File: src/rtl/cmdpk_pkg.sv
package cmdpk_pkg;
  localparam int REG_OFF_W = 20;
  localparam logic [7:0] OPC_DIRECT  = 8'h01;
  localparam logic [7:0] OPC_INDEXED = 8'h09;
  localparam logic [3:0] BYTE_EN_ALL = 4'hF;

  typedef enum logic [2:0] {
    S_IDLE, S_DHDR, S_XHDR, S_XVAL, S_XSIZE, S_XPAD, S_FILL
  } pk_state_t;

  function automatic logic [31:0] direct_hdr(input logic [REG_OFF_W-1:0] off);
    return {OPC_DIRECT, BYTE_EN_ALL, off};
  endfunction

  function automatic logic [31:0] indexed_hdr(input logic [REG_OFF_W-1:0] off);
    return {OPC_INDEXED, 4'h0, off};
  endfunction
endpackage

File: src/rtl/cmdpk_fit.sv
module cmdpk_fit #(
  parameter int CAP_DW = 2048,
  parameter int PTR_W  = 12
) (
  input  logic [PTR_W-1:0]               wptr,
  input  logic                           open_vld,
  input  logic [cmdpk_pkg::REG_OFF_W-1:0] open_off,
  input  logic                           req_indexed,
  input  logic [cmdpk_pkg::REG_OFF_W-1:0] req_offset,
  output logic [PTR_W-1:0]               base,
  output logic                           merge,
  output logic                           reject
);
  localparam int SUM_W = PTR_W + 1;

  logic [SUM_W-1:0] first_dw;
  logic [SUM_W-1:0] need_dw;

  always_comb begin
    base     = wptr + {{(PTR_W-1){1'b0}}, wptr[0]};
    merge    = req_indexed && open_vld && (req_offset == open_off);
    first_dw = merge ? {1'b0, wptr} : {1'b0, base};
    if (merge)            need_dw = SUM_W'(1);
    else if (req_indexed) need_dw = SUM_W'(3);
    else                  need_dw = SUM_W'(2);
    reject   = (first_dw + need_dw) > SUM_W'(CAP_DW);
  end
endmodule

File: src/rtl/cmdpk_line_end.sv
module cmdpk_line_end #(
  parameter int PTR_W   = 12,
  parameter int LINE_SH = 4
) (
  input  logic [PTR_W-1:0] wptr,
  output logic [PTR_W-1:0] line_end
);
  localparam logic [PTR_W-1:0] LINE_MASK = PTR_W'((1 << LINE_SH) - 1);

  logic [PTR_W-1:0] bumped;

  always_comb begin
    bumped   = wptr + LINE_MASK;
    line_end = bumped & ~LINE_MASK;
  end
endmodule

File: src/rtl/cmdpk_packer.sv
module cmdpk_packer #(
  parameter int BUF_BYTES  = 8192,
  parameter int LINE_BYTES = 64,
  localparam int CAP_DW    = BUF_BYTES / 4,
  localparam int ADDR_W    = $clog2(CAP_DW),
  localparam int PTR_W     = ADDR_W + 1,
  localparam int TAIL_W    = PTR_W + 2,
  localparam int LINE_SH   = $clog2(LINE_BYTES / 4)
) (
  input  logic                            clk,
  input  logic                            rst,
  input  logic                            req_valid,
  output logic                            req_ready,
  input  logic                            req_indexed,
  input  logic [cmdpk_pkg::REG_OFF_W-1:0] req_offset,
  input  logic [31:0]                     req_data,
  input  logic                            commit,
  input  logic                            clear,
  output logic                            buf_we,
  output logic [ADDR_W-1:0]               buf_addr,
  output logic [31:0]                     buf_wdata,
  output logic                            overflow,
  output logic [TAIL_W-1:0]               tail,
  output logic                            done
);
  import cmdpk_pkg::*;

  pk_state_t               state;
  logic [PTR_W-1:0]        wptr;
  logic [PTR_W-1:0]        open_start;
  logic                    open_vld;
  logic [REG_OFF_W-1:0]    open_off;
  logic [31:0]             open_cnt;
  logic [REG_OFF_W-1:0]    hold_off;
  logic [31:0]             hold_data;
  logic [PTR_W-1:0]        fill_end;
  logic                    commit_pend;

  logic [PTR_W-1:0]        base;
  logic                    merge;
  logic                    reject;
  logic [PTR_W-1:0]        line_end;
  logic                    accept;

  cmdpk_fit #(.CAP_DW(CAP_DW), .PTR_W(PTR_W)) u_fit (
    .wptr        (wptr),
    .open_vld    (open_vld),
    .open_off    (open_off),
    .req_indexed (req_indexed),
    .req_offset  (req_offset),
    .base        (base),
    .merge       (merge),
    .reject      (reject)
  );

  cmdpk_line_end #(.PTR_W(PTR_W), .LINE_SH(LINE_SH)) u_line (
    .wptr     (wptr),
    .line_end (line_end)
  );

  assign req_ready = (state == S_IDLE) && !commit_pend;
  assign accept    = req_valid && req_ready;

  always_ff @(posedge clk) begin
    if (rst) begin
      state       <= S_IDLE;
      wptr        <= '0;
      open_start  <= '0;
      open_vld    <= 1'b0;
      open_off    <= '0;
      open_cnt    <= '0;
      hold_off    <= '0;
      hold_data   <= '0;
      fill_end    <= '0;
      commit_pend <= 1'b0;
      overflow    <= 1'b0;
      tail        <= '0;
      done        <= 1'b0;
      buf_we      <= 1'b0;
      buf_addr    <= '0;
      buf_wdata   <= '0;
    end else if (clear) begin
      state       <= S_IDLE;
      wptr        <= '0;
      open_start  <= '0;
      open_vld    <= 1'b0;
      open_cnt    <= '0;
      commit_pend <= 1'b0;
      overflow    <= 1'b0;
      done        <= 1'b0;
      buf_we      <= 1'b0;
    end else begin
      buf_we <= 1'b0;
      done   <= 1'b0;
      if (commit && state != S_IDLE && state != S_FILL) commit_pend <= 1'b1;
      case (state)
        S_IDLE: begin
          if (accept) begin
            if (commit) commit_pend <= 1'b1;
            if (reject) begin
              overflow <= 1'b1;
            end else if (merge) begin
              buf_we    <= 1'b1;
              buf_addr  <= wptr[ADDR_W-1:0];
              buf_wdata <= req_data;
              wptr      <= wptr + 1'b1;
              open_cnt  <= open_cnt + 1'b1;
              state     <= S_XSIZE;
            end else if (req_indexed) begin
              buf_we     <= 1'b1;
              buf_addr   <= base[ADDR_W-1:0];
              buf_wdata  <= 32'd1;
              open_vld   <= 1'b1;
              open_start <= base;
              open_off   <= req_offset;
              open_cnt   <= 32'd1;
              hold_data  <= req_data;
              wptr       <= base + PTR_W'(2);
              state      <= S_XHDR;
            end else begin
              buf_we    <= 1'b1;
              buf_addr  <= base[ADDR_W-1:0];
              buf_wdata <= req_data;
              open_vld  <= 1'b0;
              hold_off  <= req_offset;
              wptr      <= base + PTR_W'(2);
              state     <= S_DHDR;
            end
          end else if (commit || commit_pend) begin
            commit_pend <= 1'b0;
            fill_end    <= line_end;
            state       <= S_FILL;
          end
        end
        S_DHDR: begin
          buf_we    <= 1'b1;
          buf_addr  <= ADDR_W'(wptr - 1'b1);
          buf_wdata <= direct_hdr(hold_off);
          state     <= S_IDLE;
        end
        S_XHDR: begin
          buf_we    <= 1'b1;
          buf_addr  <= ADDR_W'(open_start + 1'b1);
          buf_wdata <= indexed_hdr(open_off);
          state     <= S_XVAL;
        end
        S_XVAL: begin
          buf_we    <= 1'b1;
          buf_addr  <= wptr[ADDR_W-1:0];
          buf_wdata <= hold_data;
          wptr      <= wptr + 1'b1;
          state     <= S_XPAD;
        end
        S_XSIZE: begin
          buf_we    <= 1'b1;
          buf_addr  <= open_start[ADDR_W-1:0];
          buf_wdata <= open_cnt;
          state     <= wptr[0] ? S_XPAD : S_IDLE;
        end
        S_XPAD: begin
          buf_we    <= 1'b1;
          buf_addr  <= wptr[ADDR_W-1:0];
          buf_wdata <= 32'd0;
          state     <= S_IDLE;
        end
        S_FILL: begin
          if (wptr != fill_end) begin
            buf_we    <= 1'b1;
            buf_addr  <= wptr[ADDR_W-1:0];
            buf_wdata <= 32'd0;
            wptr      <= wptr + 1'b1;
          end else begin
            done       <= 1'b1;
            tail       <= {fill_end, 2'b00};
            wptr       <= '0;
            open_start <= '0;
            open_vld   <= 1'b0;
            state      <= S_IDLE;
          end
        end
        default: state <= S_IDLE;
      endcase
    end
  end

  // the pointer never runs past the buffer
  p_ptr_in_cap_r7: assert property (@(posedge clk) disable iff (rst)
    wptr <= PTR_W'(CAP_DW));

  // overflow stays set until clear
  p_no_overflow_drop_r7: assert property (@(posedge clk) disable iff (rst)
    (overflow && !clear) |=> overflow);

  // a freshly opened instruction lands on an even dword
  p_even_start_r3: assert property (@(posedge clk) disable iff (rst || clear)
    (accept && !merge && !reject) |=> (buf_we && !buf_addr[0]));

  // padding writes are zero
  p_fill_zero_r8: assert property (@(posedge clk) disable iff (rst)
    (buf_we && $past(state == S_FILL)) |-> (buf_wdata == 32'd0));

  // done is a single pulse with a line-aligned tail
  p_done_pulse_r8: assert property (@(posedge clk) disable iff (rst)
    done |=> !done);
  p_tail_aligned_r8: assert property (@(posedge clk) disable iff (rst)
    done |-> (tail[LINE_SH+1:0] == '0));

  // no request is taken in the cycle before done
  p_ready_low_r9: assert property (@(posedge clk) disable iff (rst)
    done |-> $past(!req_ready));

  // after done the pointer restarts at zero with nothing open
  p_restart_r10: assert property (@(posedge clk) disable iff (rst || clear)
    done |-> (wptr == '0 && !open_vld));
endmodule

File: config.mk
export PLATFORM = sky130hd
export DESIGN_NAME = cmdpk_packer
export DESIGN_NICKNAME = d
export VERILOG_FILES = /design/src/rtl/cmdpk_pkg.sv /design/src/rtl/cmdpk_fit.sv /design/src/rtl/cmdpk_line_end.sv /design/src/rtl/cmdpk_packer.sv
export SDC_FILE = /design/constraint.sdc
export NUM_CORES = 1
export LEC_CHECK = 0
export ABC_CLOCK_PERIOD_IN_PS = 4600
export BUFFER_PORTS_ARGS = -buffer_cell sky130_fd_sc_hd__buf_2
export CAP_MARGIN = 20
export CORE_UTILIZATION = 54
export DETAILED_ROUTE_END_ITERATION = 8
export PLACE_DENSITY = 0.8
export SYNTH_ARGS = -nofsm -noshare
export SYNTH_HDL_FRONTEND = slang
export SYNTH_SLANG_ARGS = --single-unit
File: constraint.sdc
create_clock -name clk -period 4.6 [get_ports clk]
set_input_delay 0.46 -clock clk [delete_from_list [all_inputs] [get_ports clk]]
set_output_delay 0.46 -clock clk [all_outputs]
set_load 0.005 [all_outputs]
---- Word level (Yosys, flattened, before mapping) ----
Cells that the tools add are included.
cells by class
  add/sub/neg operators ................... 8
  $lt $le $gt $ge ......................... 1
  equality and inequality tests ........... 17
  multiplexer cells ....................... 51
  bitwise operators ....................... 7
  reduce and logical (&&, ||, !) cells .... 31
operators with widths
  kind                     number
  $mux W32                 7
  $pmux W32 S7             1
  $mux W11                 9
  $pmux W11 S6             1
  $mux W12                 5
  $pmux W12 S3             1
  $add A32 B1 Y32 const B  1
  $pmux W11 S2             1
  $eq A20 B20 Y1           1
  $mux W3                  6
  $reduce_and A6 Y1        3
  $mux W1                  15
  $pmux W3 S5              1
  $reduce_and A5 Y1        3
  $add A13 B13 Y13         1
  $gt A13 B12 Y1 const B   1
  $mux W13                 1
  $add A12 B1 Y12          1
  $add A12 B1 Y12 const B  1
  $add A12 B2 Y12 const B  1
  $add A12 B4 Y12 const B  1
  $ne A12 B12 Y1           1
  $ne A2 B2 Y1 const B     6
  $reduce_and A3 Y1        4
  other kinds (23)         42
word-level totals
  register bits ........................... 194
  input bits .............................. 58
  output and inout port bits .............. 61
  word-level logic and storage cells ...... 131

---- Logic depth before layout (Yosys ltp) ----
  depth after elaboration ................. 8
  depth in mapped cells ................... 22
  depth with buffers taken out ............ 18

---- By module ----
A second synthesis with hierarchy kept.
unflattened totals
  cells, all modules ...................... 1564
  area total of the unflattened synthesis .. 11636.2 um2
by module, submodules not included
  module          times used  cells an instance  area each (um2)  sequential area each (um2)
  cmdpk_packer    1           1375               10364.9          4043.9
  cmdpk_fit       1           162                1082.3           0.0
  cmdpk_line_end  1           27                 188.9            0.0

---- Worst setup path before layout ----
OpenSTA, ideal clock, no wires.
  path kind ............................... input port to flip-flop
  start ................................... input port req_offset[7] (netlist bit)
  end ..................................... register buf_addr[7]
  library setup time ...................... 0.116 ns
  arrival ................................. 4.594 ns
  required time ........................... 4.484 ns
  setup slack ............................. -0.111 ns
  stages on the path ...................... 21
  buffers on the path ..................... 4
  cells stage by stage .................... xnor2_1 > nand4_1 > nor4_4 > and2_1 > buf_4 > clkbuf_1 > clkbuf_1 > a21boi_0 > ha_1 > nor2_1 > nor2_1 > a31oi_1 > o21ai_0 > mux2i_1 > o211ai_1 > a221o_1 > or4_4 > a21oi_4 > buf_6 > nor3b_1 > a31o_2
on the way
  cells in the longest elaborated chain, start to end .. 7
  elaborated cells on any way between the ends .. 12
  classes of those cells .................. 1 x add/sub; 1 x order compare; 2 x eq/ne; 6 x mux; 2 x reduce/logical
ends and longest elaborated chain
  what                                  line                              RTL
  from (decl)                           cmdpk_packer.sv:15                input logic [cmdpk_pkg::REG_OFF_W-1:0] req_offset,
  $eq A20 B20 Y1 (*)                    cmdpk_fit.sv:21                   merge = req_indexed && open_vld && (req_offset == open_off);
  $logic_and A1 B1 Y1 (*)               cmdpk_fit.sv:21
  $mux W12 or $mux W13 (tied branches)  cmdpk_fit.sv:22, cmdpk_fit.sv:23
  $add A13 B13 Y13                      cmdpk_fit.sv:26                   reject = (first_dw + need_dw) > SUM_W'(CAP_DW);
  $gt A13 B12 Y1                        cmdpk_fit.sv:26
  $ne A2 B2 Y1 (no line)                n/a
  $reduce_and A5 Y1 (no line)           n/a
  to (signal assigned)                  cmdpk_packer.sv:104               buf_addr <= wptr[ADDR_W-1:0];
  to (signal assigned)                  cmdpk_packer.sv:111               buf_addr <= base[ADDR_W-1:0];
  to (signal assigned)                  cmdpk_packer.sv:122               buf_addr <= base[ADDR_W-1:0];
  to (decl)                             cmdpk_packer.sv:20                output logic [ADDR_W-1:0] buf_addr,
Every way passes the cells marked *; elsewhere a longest branch is shown, timed or not. The select of a mux whose other input is x is not followed.
A chain may end at the register's enable or synchronous reset.

---- Final worst setup path ----
  start ................................... register open_off[16]
  end ..................................... register buf_addr[5]
on the way
  cells in the longest elaborated chain, start to end .. 7
  elaborated cells on any way between the ends .. 12
  classes of those cells .................. 1 x add/sub; 1 x order compare; 2 x eq/ne; 6 x mux; 2 x reduce/logical
ends and longest elaborated chain
  what                                  line                              RTL
  from (decl)                           cmdpk_packer.sv:32                logic [REG_OFF_W-1:0] open_off;
  from (signal assigned)                cmdpk_packer.sv:115               open_off <= req_offset;
  $eq A20 B20 Y1 (*)                    cmdpk_fit.sv:21
  $logic_and A1 B1 Y1 (*)               cmdpk_fit.sv:21
  $mux W12 or $mux W13 (tied branches)  cmdpk_fit.sv:22, cmdpk_fit.sv:23
  $add A13 B13 Y13                      cmdpk_fit.sv:26
  $gt A13 B12 Y1                        cmdpk_fit.sv:26
  $ne A2 B2 Y1 (no line)                n/a
  $reduce_and A5 Y1 (no line)           n/a
Marked as above.

==> impl_metrics.csv <==
group,metric,value,unit
placed_design,dp_hpwl,22700,microns
synth,ys_seq_elements,193,
sta,holdWs,0.264,ns
clock_network,htree_num_levels,4,
route,firstDrtPassIters,6,
job,maxCapViolCount,0,
die,num_rows,51,
clock_network,clk_path_buf_depth,2,
finish,finalNonFillerCells,1719,
clock_network,ctsHoldBuffers,0,
critical_path,worst_setup_path_end_kind,"register",
pwr,ir_worst_vdd,0.230,mV
global_routing,met3_usage,0.0793,
finish,layout-area-overhead-vs-synth,15.3,%
placed_design,port_buffers,112,
global_routing,grt_pass1_wl,51800,microns
global_routing,antenna_found_initial,1,
global_routing,grt-busiest-layer,"met2",
sta,fmax,227,MHz
die,die_h,144,microns
die,die-width,144,microns
sta,hold_violations,0,
synth,synthFlopType,"dfxtp_1",
critical_path,arrival,4.77,ns
synth,yosysUniqueCellTypes,75,
pwr,powerDensity,323,nW/um^2
route,viasPerCell,6.36,
critical_path,reg2reg_depth,19,
sta,period_share,0.959,
sta,worst_slew_pin_slew,1.12,ns
critical_path,slowest_stage,"or4_4",
placed_design,placedCellCount,1680,
route,antenna_left,0,
synth,async_flop_share,0,
global_routing,grt_overflow_total,0,
die,io_pins,119,
placed_design,place.gp.congestion,0.949,
critical_path,cp_slowest_stage_delay,0.47,ns
clock_network,clkTransAtPathRegs,0.09,ns
sta,finClkSkew,0.0166,ns
clock_network,cts_tree,"done",
hold_path,hold_class,"in2reg",
synth,synth-warning-count,0,
clock_network,clk_latency,0.45,ns
pwr,leakage,4.91,nW
global_routing,grt_pass1_vias,9953,
synth,synth_cells,1355,
critical_path,crit_chain,"xnor2_2 -> nand3_1 -> nor4_4 -> and2_1 -> a21boi_0 -> ha_1 -> buf_4 -> or3_1 -> a21oi_1 -> a31oi_1 -> a21oi_1 -> nand4_1 -> a221o_1 -> or4_4 -> a21oi_4 -> buf_4 -> clkbuf_16 -> nor2_1 -> a211oi_1",
route,dr_total_vias,10930,
sta,maxSlewHeadroom,0.252,
critical_path,path_class,"reg2reg",
finish,post_route_cells_drive_above_1_share,0.183,
critical_path,required,4.96,ns
sta,final_max_slew_viol_count,0,
finish,fin_nets,1503,
synth,avgSynthCellArea,8.02,sq um
clock_network,clock_sinks,193,
synth,synth_edf_count,0,
critical_path,cp_max_fo,24,
global_routing,use_met2,0.500,
route,drc_errors,0,
global_routing,grt_usage,0.320,
synth,seq_area_frac_synth,0.356,
outcome,status,"completed",
die,core_area,19600,sq um
hold_path,min_path_cells,3,
route,dr.first_iter.drc_count,1252,
die,start_util,0.554,
sta,fin_crit,4.41,ns
global_routing,grt_max_degree,89,
route,wl,33400,microns
clock_network,cts_root_buffer,"clkbuf_16",
route,wire_per_inst,19.4,microns
die,die_area,20700,sq um
clock_network,numCtsBuffers,17,
sta,finalSetupViolCount,0,
global_routing,use_met1,0.426,
synth,netlist_area,10900,sq um
critical_path,cp-start-kind,"register",
==> metrics by stage <==
stage                      util  setup slack [ns]  power [W]  instance area (sq um)  TNS (ns)
after floorplan               -            0.0876    0.00221                  10900         0
after global placement    0.601             0.124    0.00242                  11800         0
after detailed placement  0.601            0.0145    0.00243                  11800         0
after CTS                 0.634             0.233    0.00400                  12400         0
after global routing      0.639          -0.00198    0.00418                  12500  -0.00198
final                     0.639             0.190    0.00404                  12500         0
==> cells in the final DEF (no fill, tap or decap), types with 10 or more instances in the layout <==
cell and n:
a31oi_1 13, xnor2_1 46, mux2_2 20, a222oi_1 17, nor3_1 23, nand3_1 62
mux2i_1 79, o22ai_1 18, or4_1 10, clkbuf_16 19, or2_2 10, nand2_1 109
and3_1 14, nand4_1 17, nand2b_1 11, or3_1 16, inv_1 18, a22o_1 12
nor2_1 193, buf_4 57, xor2_1 20, o21ai_0 52, a21oi_1 119, buf_2 111
dfxtp_1 191, a211oi_1 47
==> cells in the mapped netlist, drive strengths merged, types with 8 or more instances <==
cell type | number | area share
o22ai | 18 | 0.010
inv | 18 | 0.0062
or3 | 16 | 0.0092
or2 | 10 | 0.0058
a211oi | 50 | 0.036
nand2 | 109 | 0.038
or4 | 11 | 0.0079
buf | 42 | 0.026
nor3 | 25 | 0.013
nor2 | 194 | 0.067
a31oi | 13 | 0.0075
a222oi | 17 | 0.016
a22o | 12 | 0.0097
a21oi | 121 | 0.057
xor2 | 20 | 0.016
clkbuf | 74 | 0.026
nand2b | 11 | 0.0063
a22oi | 8 | 0.0055
xnor2 | 49 | 0.040
o21ai | 54 | 0.025
mux2 | 20 | 0.021
mux2i | 79 | 0.073
o211ai | 8 | 0.0055
nand3 | 63 | 0.029
nand4 | 18 | 0.011
dfxtp | 193 | 0.36
and3 | 14 | 0.0081
==> final timing paths <==
kind,start,endpoint,slack (ns)
worst min-delay path,req_data[7],hold_data[7]$_SDFFE_PP0P_,0.26
worst max register to register,open_off[16]$_SDFFE_PP0P_,buf_addr[5]$_SDFFE_PP0P_,0.19
worst min register to register,hold_off[6]$_SDFFE_PP0P_,hold_off[6]$_SDFFE_PP0P_,0.46
worst max-delay path,open_off[16]$_SDFFE_PP0P_,buf_addr[5]$_SDFFE_PP0P_,0.19
==> cells by family after synthesis <==
logic type	count (synthesis)	synth area share
simple gates	505	0.218
mux	99	0.0935
compound gates	348	0.212
flops	193	0.356
buf+inv	134	0.0574
fa+ha+maj	6	0.00691
other cells	1	0.000345
xor+xnor	69	0.0556
==> registers in the layout, summed over array words and instances, names as in the netlist <==
name         count
open_start      10
overflow         1
done             1
buf_we           1
buf_wdata       32
fill_end         8
wptr            12
buf_addr        11
tail             8
open_off        20
state            3
commit_pend      1
hold_data       32
hold_off        20
open_cnt        32
open_vld         1
==> power breakdown <==
part / switching, W / internal [W]
Combinational: 0.000374 / 0.000254
Clock: 0.000804 / 0.000807
Sequential: 0.0000607 / 0.00174
==> area by class of cell <==
class                           instances  area [sq um]
Fill cell                            1639          7060
Multi-Input combinational cell       1033          6450
Sequential cell                       193          3870
Timing Repair Buffer                  176          1150
Clock buffer                           17           425
Tap cell                              265           332
Clock inverter                         15           223
Inverter                               18          67.6
Antenna cell                            2          5.00
==> metal layers <==
metal  part of all wire  wire length [microns]
met4              0.027                    904
met2               0.45                  15200
met5            0.00039                     13
met1               0.42                  14000
met3              0.098                   3270
==> worst max-delay path, delay by kind of cell (launching register included) <==
| family | cells | cell delay (ns) |
|---|---|---|
| compound gates | 7 | 1.20 |
| xor+xnor | 1 | 0.16 |
| fa+ha+maj | 1 | 0.22 |
| buf+inv | 3 | 0.56 |
| flops | 1 | 0.43 |
| simple gates | 7 | 1.75 |
==> repair_timing <==
item | in CTS | in global routing
gates resized for setup | 0 | 4
endpoints found under the setup margin | 0 | 38
hold endpoints to repair | 0 | 0
setup buffers | 0 | 3
Note: power is estimated with default switching activity, not from simulation.
